File: config.mk
export PLATFORM = sky130hd
export DESIGN_NAME = cfldo_ctrl
export DESIGN_NICKNAME = d
export VERILOG_FILES = /design/src/rtl/cfldo_pkg.sv /design/src/rtl/cfldo_cmp_sampler.sv /design/src/rtl/cfldo_fine_shifter.sv /design/src/rtl/cfldo_settle_timer.sv /design/src/rtl/cfldo_window_arb.sv /design/src/rtl/cfldo_ctrl.sv
export SDC_FILE = /design/constraint.sdc
export NUM_CORES = 1
export LEC_CHECK = 0
export BUFFER_PORTS_ARGS = -buffer_cell sky130_fd_sc_hd__buf_4
export CAP_MARGIN = 5
export CORE_MARGIN = 4
export CORE_UTILIZATION = 35
export CTS_BUF_LIST = sky130_fd_sc_hd__clkbuf_8
export DETAILED_ROUTE_END_ITERATION = 6
export SYNTH_ARGS = -nofsm -noshare
export SYNTH_HDL_FRONTEND = slang
export SYNTH_SLANG_ARGS = --single-unit
File: constraint.sdc
create_clock -name clk -period 1.55 [get_ports clk]
set_input_delay 0.0775 -clock clk [delete_from_list [all_inputs] [get_ports clk]]
set_output_delay 0.0775 -clock clk [all_outputs]
set_load 0.02 [all_outputs]
File: src/rtl/cfldo_pkg.sv
package cfldo_pkg;

    typedef enum logic [1:0] {
        ST_IDLE   = 2'd0,
        ST_SETTLE = 2'd1,
        ST_ARMED  = 2'd2
    } ctl_state_t;

    function automatic logic [7:0] therm_mid8();
        return 8'hF0;
    endfunction

endpackage

File: src/rtl/cfldo_cmp_sampler.sv
module cfldo_cmp_sampler (
    input  logic clk,
    input  logic rst_n,
    input  logic cmp_in,
    output logic cmp_q
);

    // decision latched half a cycle before the rising edge uses it
    always_ff @(negedge clk) begin
        if (!rst_n) begin
            cmp_q <= 1'b0;
        end else begin
            cmp_q <= cmp_in;
        end
    end

endmodule

File: src/rtl/cfldo_fine_shifter.sv
module cfldo_fine_shifter #(
    parameter int FINE_W = 8
) (
    input  logic              clk,
    input  logic              rst_n,
    input  logic              restart,
    input  logic              step_en,
    input  logic              step_up,
    output logic [FINE_W-1:0] fine_q
);

    localparam int HALF = FINE_W / 2;

    for (genvar i = 0; i < FINE_W; i++) begin : g_bit
        logic mid_val;
        logic up_val;
        logic dn_val;

        assign mid_val = (i >= HALF) ? 1'b1 : 1'b0;

        if (i == FINE_W - 1) begin : g_top
            assign up_val = 1'b1;
        end else begin : g_mid_up
            assign up_val = fine_q[i+1];
        end

        if (i == 0) begin : g_bot
            assign dn_val = 1'b0;
        end else begin : g_mid_dn
            assign dn_val = fine_q[i-1];
        end

        always_ff @(posedge clk) begin
            if (!rst_n) begin
                fine_q[i] <= mid_val;
            end else if (restart) begin
                fine_q[i] <= mid_val;
            end else if (step_en) begin
                fine_q[i] <= step_up ? up_val : dn_val;
            end
        end
    end

endmodule

File: src/rtl/cfldo_settle_timer.sv
module cfldo_settle_timer #(
    parameter int SETTLE_CYC = 7
) (
    input  logic clk,
    input  logic rst_n,
    input  logic restart,
    input  logic run,
    output logic done
);

    localparam int TW = (SETTLE_CYC > 1) ? $clog2(SETTLE_CYC) : 1;
    localparam logic [TW-1:0] LAST = TW'(SETTLE_CYC - 1);

    logic [TW-1:0] cnt;

    assign done = run && (cnt == LAST);

    always_ff @(posedge clk) begin
        if (!rst_n) begin
            cnt <= '0;
        end else if (restart) begin
            cnt <= '0;
        end else if (run && (cnt != LAST)) begin
            cnt <= cnt + 1'b1;
        end
    end

endmodule

File: src/rtl/cfldo_window_arb.sv
module cfldo_window_arb (
    input  logic armed,
    input  logic over,
    input  logic under,
    output logic up_req,
    output logic dn_req
);

    always_comb begin
        up_req = 1'b0;
        dn_req = 1'b0;
        if (armed) begin
            unique case ({over, under})
                2'b10:   up_req = 1'b1;
                2'b01:   dn_req = 1'b1;
                default: begin
                    up_req = 1'b0;
                    dn_req = 1'b0;
                end
            endcase
        end
    end

endmodule

File: src/rtl/cfldo_ctrl.sv
module cfldo_ctrl #(
    parameter int CODE_W     = 7,
    parameter int FINE_W     = 8,
    parameter int SETTLE_CYC = 7
) (
    input  logic              clk,
    input  logic              rst_n,
    input  logic [CODE_W-1:0] code_in,
    input  logic              code_load,
    input  logic              cmp_hi,
    input  logic              win_over,
    input  logic              win_under,
    output logic [CODE_W-1:0] coarse_ctl,
    output logic [FINE_W-1:0] fine_ctl,
    output logic              track_en,
    output logic              comp_en,
    output logic              chg_up,
    output logic              chg_dn
);
    import cfldo_pkg::*;

    localparam logic [CODE_W-1:0] SLEEP_CODE = '1;

    ctl_state_t state_q;
    ctl_state_t state_d;
    logic       cmp_q;
    logic       settle_done;
    logic       tracking;

    // state register
    always_ff @(posedge clk) begin
        if (!rst_n) begin
            state_q <= ST_IDLE;
        end else begin
            state_q <= state_d;
        end
    end

    // next state
    always_comb begin
        state_d = state_q;
        unique case (state_q)
            ST_IDLE: begin
                if (code_load) state_d = ST_SETTLE;
            end
            ST_SETTLE: begin
                if (code_load)        state_d = ST_SETTLE;
                else if (settle_done) state_d = ST_ARMED;
            end
            ST_ARMED: begin
                if (code_load) state_d = ST_SETTLE;
            end
            default: state_d = ST_IDLE;
        endcase
    end

    // state-decoded outputs
    always_comb begin
        tracking = 1'b0;
        comp_en  = 1'b0;
        unique case (state_q)
            ST_IDLE:   begin tracking = 1'b0; comp_en = 1'b0; end
            ST_SETTLE: begin tracking = 1'b1; comp_en = 1'b0; end
            ST_ARMED:  begin tracking = 1'b1; comp_en = 1'b1; end
            default:   begin tracking = 1'b0; comp_en = 1'b0; end
        endcase
    end

    assign track_en = tracking;

    // coarse code register
    always_ff @(posedge clk) begin
        if (!rst_n) begin
            coarse_ctl <= SLEEP_CODE;
        end else if (code_load) begin
            coarse_ctl <= code_in;
        end
    end

    cfldo_cmp_sampler u_samp (
        .clk    (clk),
        .rst_n  (rst_n),
        .cmp_in (cmp_hi),
        .cmp_q  (cmp_q)
    );

    cfldo_fine_shifter #(.FINE_W(FINE_W)) u_fine (
        .clk     (clk),
        .rst_n   (rst_n),
        .restart (code_load),
        .step_en (tracking),
        .step_up (cmp_q),
        .fine_q  (fine_ctl)
    );

    cfldo_settle_timer #(.SETTLE_CYC(SETTLE_CYC)) u_timer (
        .clk     (clk),
        .rst_n   (rst_n),
        .restart (code_load),
        .run     (state_q == ST_SETTLE),
        .done    (settle_done)
    );

    cfldo_window_arb u_arb (
        .armed  (comp_en),
        .over   (win_over),
        .under  (win_under),
        .up_req (chg_up),
        .dn_req (chg_dn)
    );

endmodule

Yosys cells after proc, flatten, opt, wreduce, memory -nomap -nowiden --
Cells that the tools add are included. W data, S select, Z words.
Word-level totals: register bits 21, input bits 13, output and inout bits 19
Operators by class: $add $sub $neg 1, equality and inequality tests 8, multiplexer cells 18, bitwise gates (word level) 1, reductions and logical operators 7
Operator list (number):
- $mux W1 | 14
- $mux W2 | 3
- $ne A3 B3 Y1 const B | 2
- $reduce_or A2 Y1 | 3
- $eq A2 B1 Y1 const B | 2
- $eq A2 B2 Y1 const B | 2
- $pmux W2 S2 | 1
- $add A3 B1 Y3 const B | 1
- $eq A3 B3 Y1 const B | 1
- $logic_and A1 B1 Y1 | 2
- $logic_not A2 Y1 | 1
- $ne A2 B1 Y1 const B | 1
- $reduce_and A2 Y1 | 1
- $not A1 Y1 | 1

Longest topological paths before layout --
depth after elaboration 5, gate-level depth with buffers 5, depth with buffers taken out 5

By module --
From an unflattened synthesis, not the netlist that was laid out.
Second synthesis, totals: cell total of the unflattened synthesis 109, area total of the unflattened synthesis 1069.8 um^2
By module, submodules not included:
- cfldo_fine_shifter | instances 1, cells an instance 45, area each 420.4 um^2, seq. area each 160.2 um^2
- cfldo_ctrl | instances 1, cells an instance 42, area each 416.6 um^2, seq. area each 180.2 um^2
- cfldo_settle_timer | instances 1, cells an instance 17, area each 185.2 um^2, seq. area each 60.1 um^2
- cfldo_cmp_sampler | instances 1, cells an instance 3, area each 30.0 um^2, seq. area each 20.0 um^2
- cfldo_window_arb | instances 1, cells an instance 2, area each 17.5 um^2, seq. area each 0.0 um^2

==> metrics.md <==
| Metric | Value |
|---|---|
| WL final | `approximately 2.0 mm` |
| Synth area leader | `dfxtp_1` |
| RSZ-0062 raised after global routing | `true` |
| Cts hold-fix bufs | `0` |
| Y dimension of the die | `about 62 um` |
| Final hold vios | `0` |
| Pin count of the biggest net entering global routing | `13` |
| GR Util All Layers | `0.1113` |
| Power per cell area | `~900 nW/um^2` |
| Setup Crit Path Kind | `reg -> reg` |
| Worst-path fanout max | `8` |
| PortBufs | `31` |
| Worst skew pair latency | `~0.32 ns` |
| Clock-pin slew on the worst setup and hold paths | `0.08 ns` |
| Initial DRC count | `39` |
| Violated checks | `negative setup slack` |
| Final Skew | `0.06584 ns` |
| Area Overhead vs Synth | `26.45%` |
| Routability cong. | `0.7213` |
| Tot Pwr | `1.119 mW` |
| Synth Warn # | `0` |
| Ratio of cells with drive above 1 in the final layout | `0.3511` |
| Via-per-instance ratio | `5.006` |
| Vias in the first global route | `about 730` |
| DP Wirelength | `1.489 mm` |
| Final setup margin | `-0.1024 ns` |
| CTS buffer count | `3` |
| I/O pin count | `32` |
| Nets | `151` |
| Slew HR | `0.8782` |
| Worst hold path type | `in -> reg` |
| Worst slew pin tran | `approximately 0.18 ns` |
| CTS tree | `yes` |
| Final core occ | `0.4642` |
| Most common cell after layout, fill and taps aside | `buf_4` |
| Final setup fails | `7` |
| Filler cells | `267` |
| Starting Density | `0.3671` |
| # diodes | `0` |
| Total leakage power | `about 0.57 nW` |
| Cell Rows | `19` |
| Antenna viol nets, final | `0` |
| Yosys top cell area share | `0.4153` |
| Seq cells post-synth | `21` |
| Post-Syn Area | `between 1000 and 1500 sq um` |
| Max Slew Vio Count | `0` |
| Hold slack | `about 0.033 ns` |
| Synth Instances | `104` |
| GRT Residual Overflow | `0` |
| Initial antenna violation count | `0` |
| Part of the Yosys area used for sequential elements | `0.4153` |
| Commonest cells after routing, fill and taps aside | `buf_4 (36), dfxtp_1 (20), mux2i_1 (13)` |
| # Post-CTS Setup Buffers | `0` |
| Core area | `2758 sq um` |
| TritonRoute pass-1 iters | `4` |
| Post-Syn Nets | `approximately 120` |
| Area of the multi-input gates | `483.0 sq um` |
| WL/cell | `12.38 um` |
| Peak supply drop | `901.1 uV` |
| Data arrival, critical path | `1.80 ns` |
| Remaining DRCs | `0` |
| Die area | `around 3800 sq um` |
| Status | `finished, violations left` |
| CTS Buffer Depth | `2` |
| Required time of the critical path | `about 1.7 ns` |
| Startpoint types | `flip-flop` |
| Synth top area cells | `dfxtp_1 (42%), mux2i_1 (13%), buf_4 (7.4%), ha_1 (7.4%), nand2_1 (3.3%)` |
| Vias | `811` |
| Synth unique cells | `27` |
| Root Driver | `clkbuf_8` |
| Clk sinks | `21` |
| Htree depth | `1` |
| Reg area | `424.2 sq um` |
| Average size of a mapped cell | `9.733 sq um` |
| First-pass GRT wire length | `3.084 mm` |
| Die Wd | `61.78 um` |
| Maxcap violations | `0` |
| Crit. End Element | `flip-flop` |
-- layer usage --
metal | global-route usage | vias up | wire length [um]
met2 | 0.1868 | 38 | 971
met5 | 0 | - | 0
met4 | 0.04545 | 0 | 25
li1 | - | 400 | -
met1 | 0.1290 | 368 | 842
met3 | 0.03926 | 5 | 165
-- sequential cells by signal, summed over array words and instances (netlist names) --
register and cells:
coarse_ctl 7, u_fine.g_bit.up_val 7, u_samp.cmp_q 1, state_q 2, u_fine.g_bit.dn_val 1, u_timer.cnt 3
-- critical path: stages, from the launching register on --
cell and delay (ns):
dfxtp_4 0.40, mux2i_1 0.21, a31oi_1 0.09
-- power by group --
part	internal, mW	switching [mW]
Sequential	0.560	0.0180
Combinational	0.0936	0.0886
Clock	0.180	0.178
-- final timing paths --
| check | start | endpoint | slack, ns | cells past startpoint |
|---|---|---|---|---|
| setup / recovery | u_samp.cmp_q$_SDFF_NN0_ | u_fine.g_bit[3].up_val$_SDFFE_PP1P_ | -0.10 | 2 |
| hold / removal | code_in[5] | coarse_ctl[5]$_SDFFE_PN1P_ | 0.03 | 3 |
| setup reg to reg | u_samp.cmp_q$_SDFF_NN0_ | u_fine.g_bit[3].up_val$_SDFFE_PP1P_ | -0.10 | 2 |
| hold reg to reg | coarse_ctl[1]$_SDFFE_PN1P_ | coarse_ctl[1]$_SDFFE_PN1P_ | 0.48 | 2 |
-- stage by stage --
stage,worst slack (ns),TNS (ns),area [sq um],instances
floorplan,-0.01547,-0.05407,1020,104
global route,-0.1478,-0.8864,1280,162
finish,-0.1024,-0.5311,1280,162
detailed placement,-0.09487,-0.4639,1226,158
CTS,-0.1051,-0.5846,1274,162
global placement,-0.05180,-0.2852,1226,158
-- kinds of logic (layout without fill, tap and decap cells) --
logic type,after synthesis,after routing,share of synthesized area
AO/OA/AOI/OAI,20,20,0.1397
XOR/XNOR,1,1,0.008654
adder cells (fa/ha/maj),6,6,0.07416
buffers and inverters,18,45,0.1137
flip-flops,21,21,0.4153
multiplexers,13,13,0.1285
AND/OR/NAND/NOR,25,25,0.1199
-- timing repair --
action                                  CTS  global route
resized for setup                         1             2
pin swaps                                 3             3
endpoints found under the setup margin    8             9
-- cell usage after synthesis (all sizes together) --
| library cell | count |
|---|---|
| and2 | 1 |
| o31ai | 1 |
| nand2 | 9 |
| nor2b | 1 |
| ha | 6 |
| dfxtp | 21 |
| nor2 | 5 |
| nor3b | 1 |
| o211ai | 1 |
| buf | 12 |
| inv | 5 |
| a31oi | 3 |
| a21boi | 1 |
| a2bb2oi | 1 |
| nand3 | 2 |
| and3b | 1 |
| mux2i | 13 |
| a211oi | 2 |
| nor3 | 3 |
| clkbuf | 1 |
| xnor2 | 1 |
| nand2b | 2 |
| o21ai | 6 |
| a21oi | 5 |
-- layout make-up --
cell class | count | area share
Clock buffer | 3 | 0.03226
Tap cell | 31 | 0.03030
Inverter | 4 | 0.01173
Timing Repair Buffer | 36 | 0.2111
Clock inverter | 2 | 0.005865
Sequential cell | 21 | 0.3314
Multi-Input combinational cell | 65 | 0.3773
Note: power is estimated with default switching activity, not from simulation.
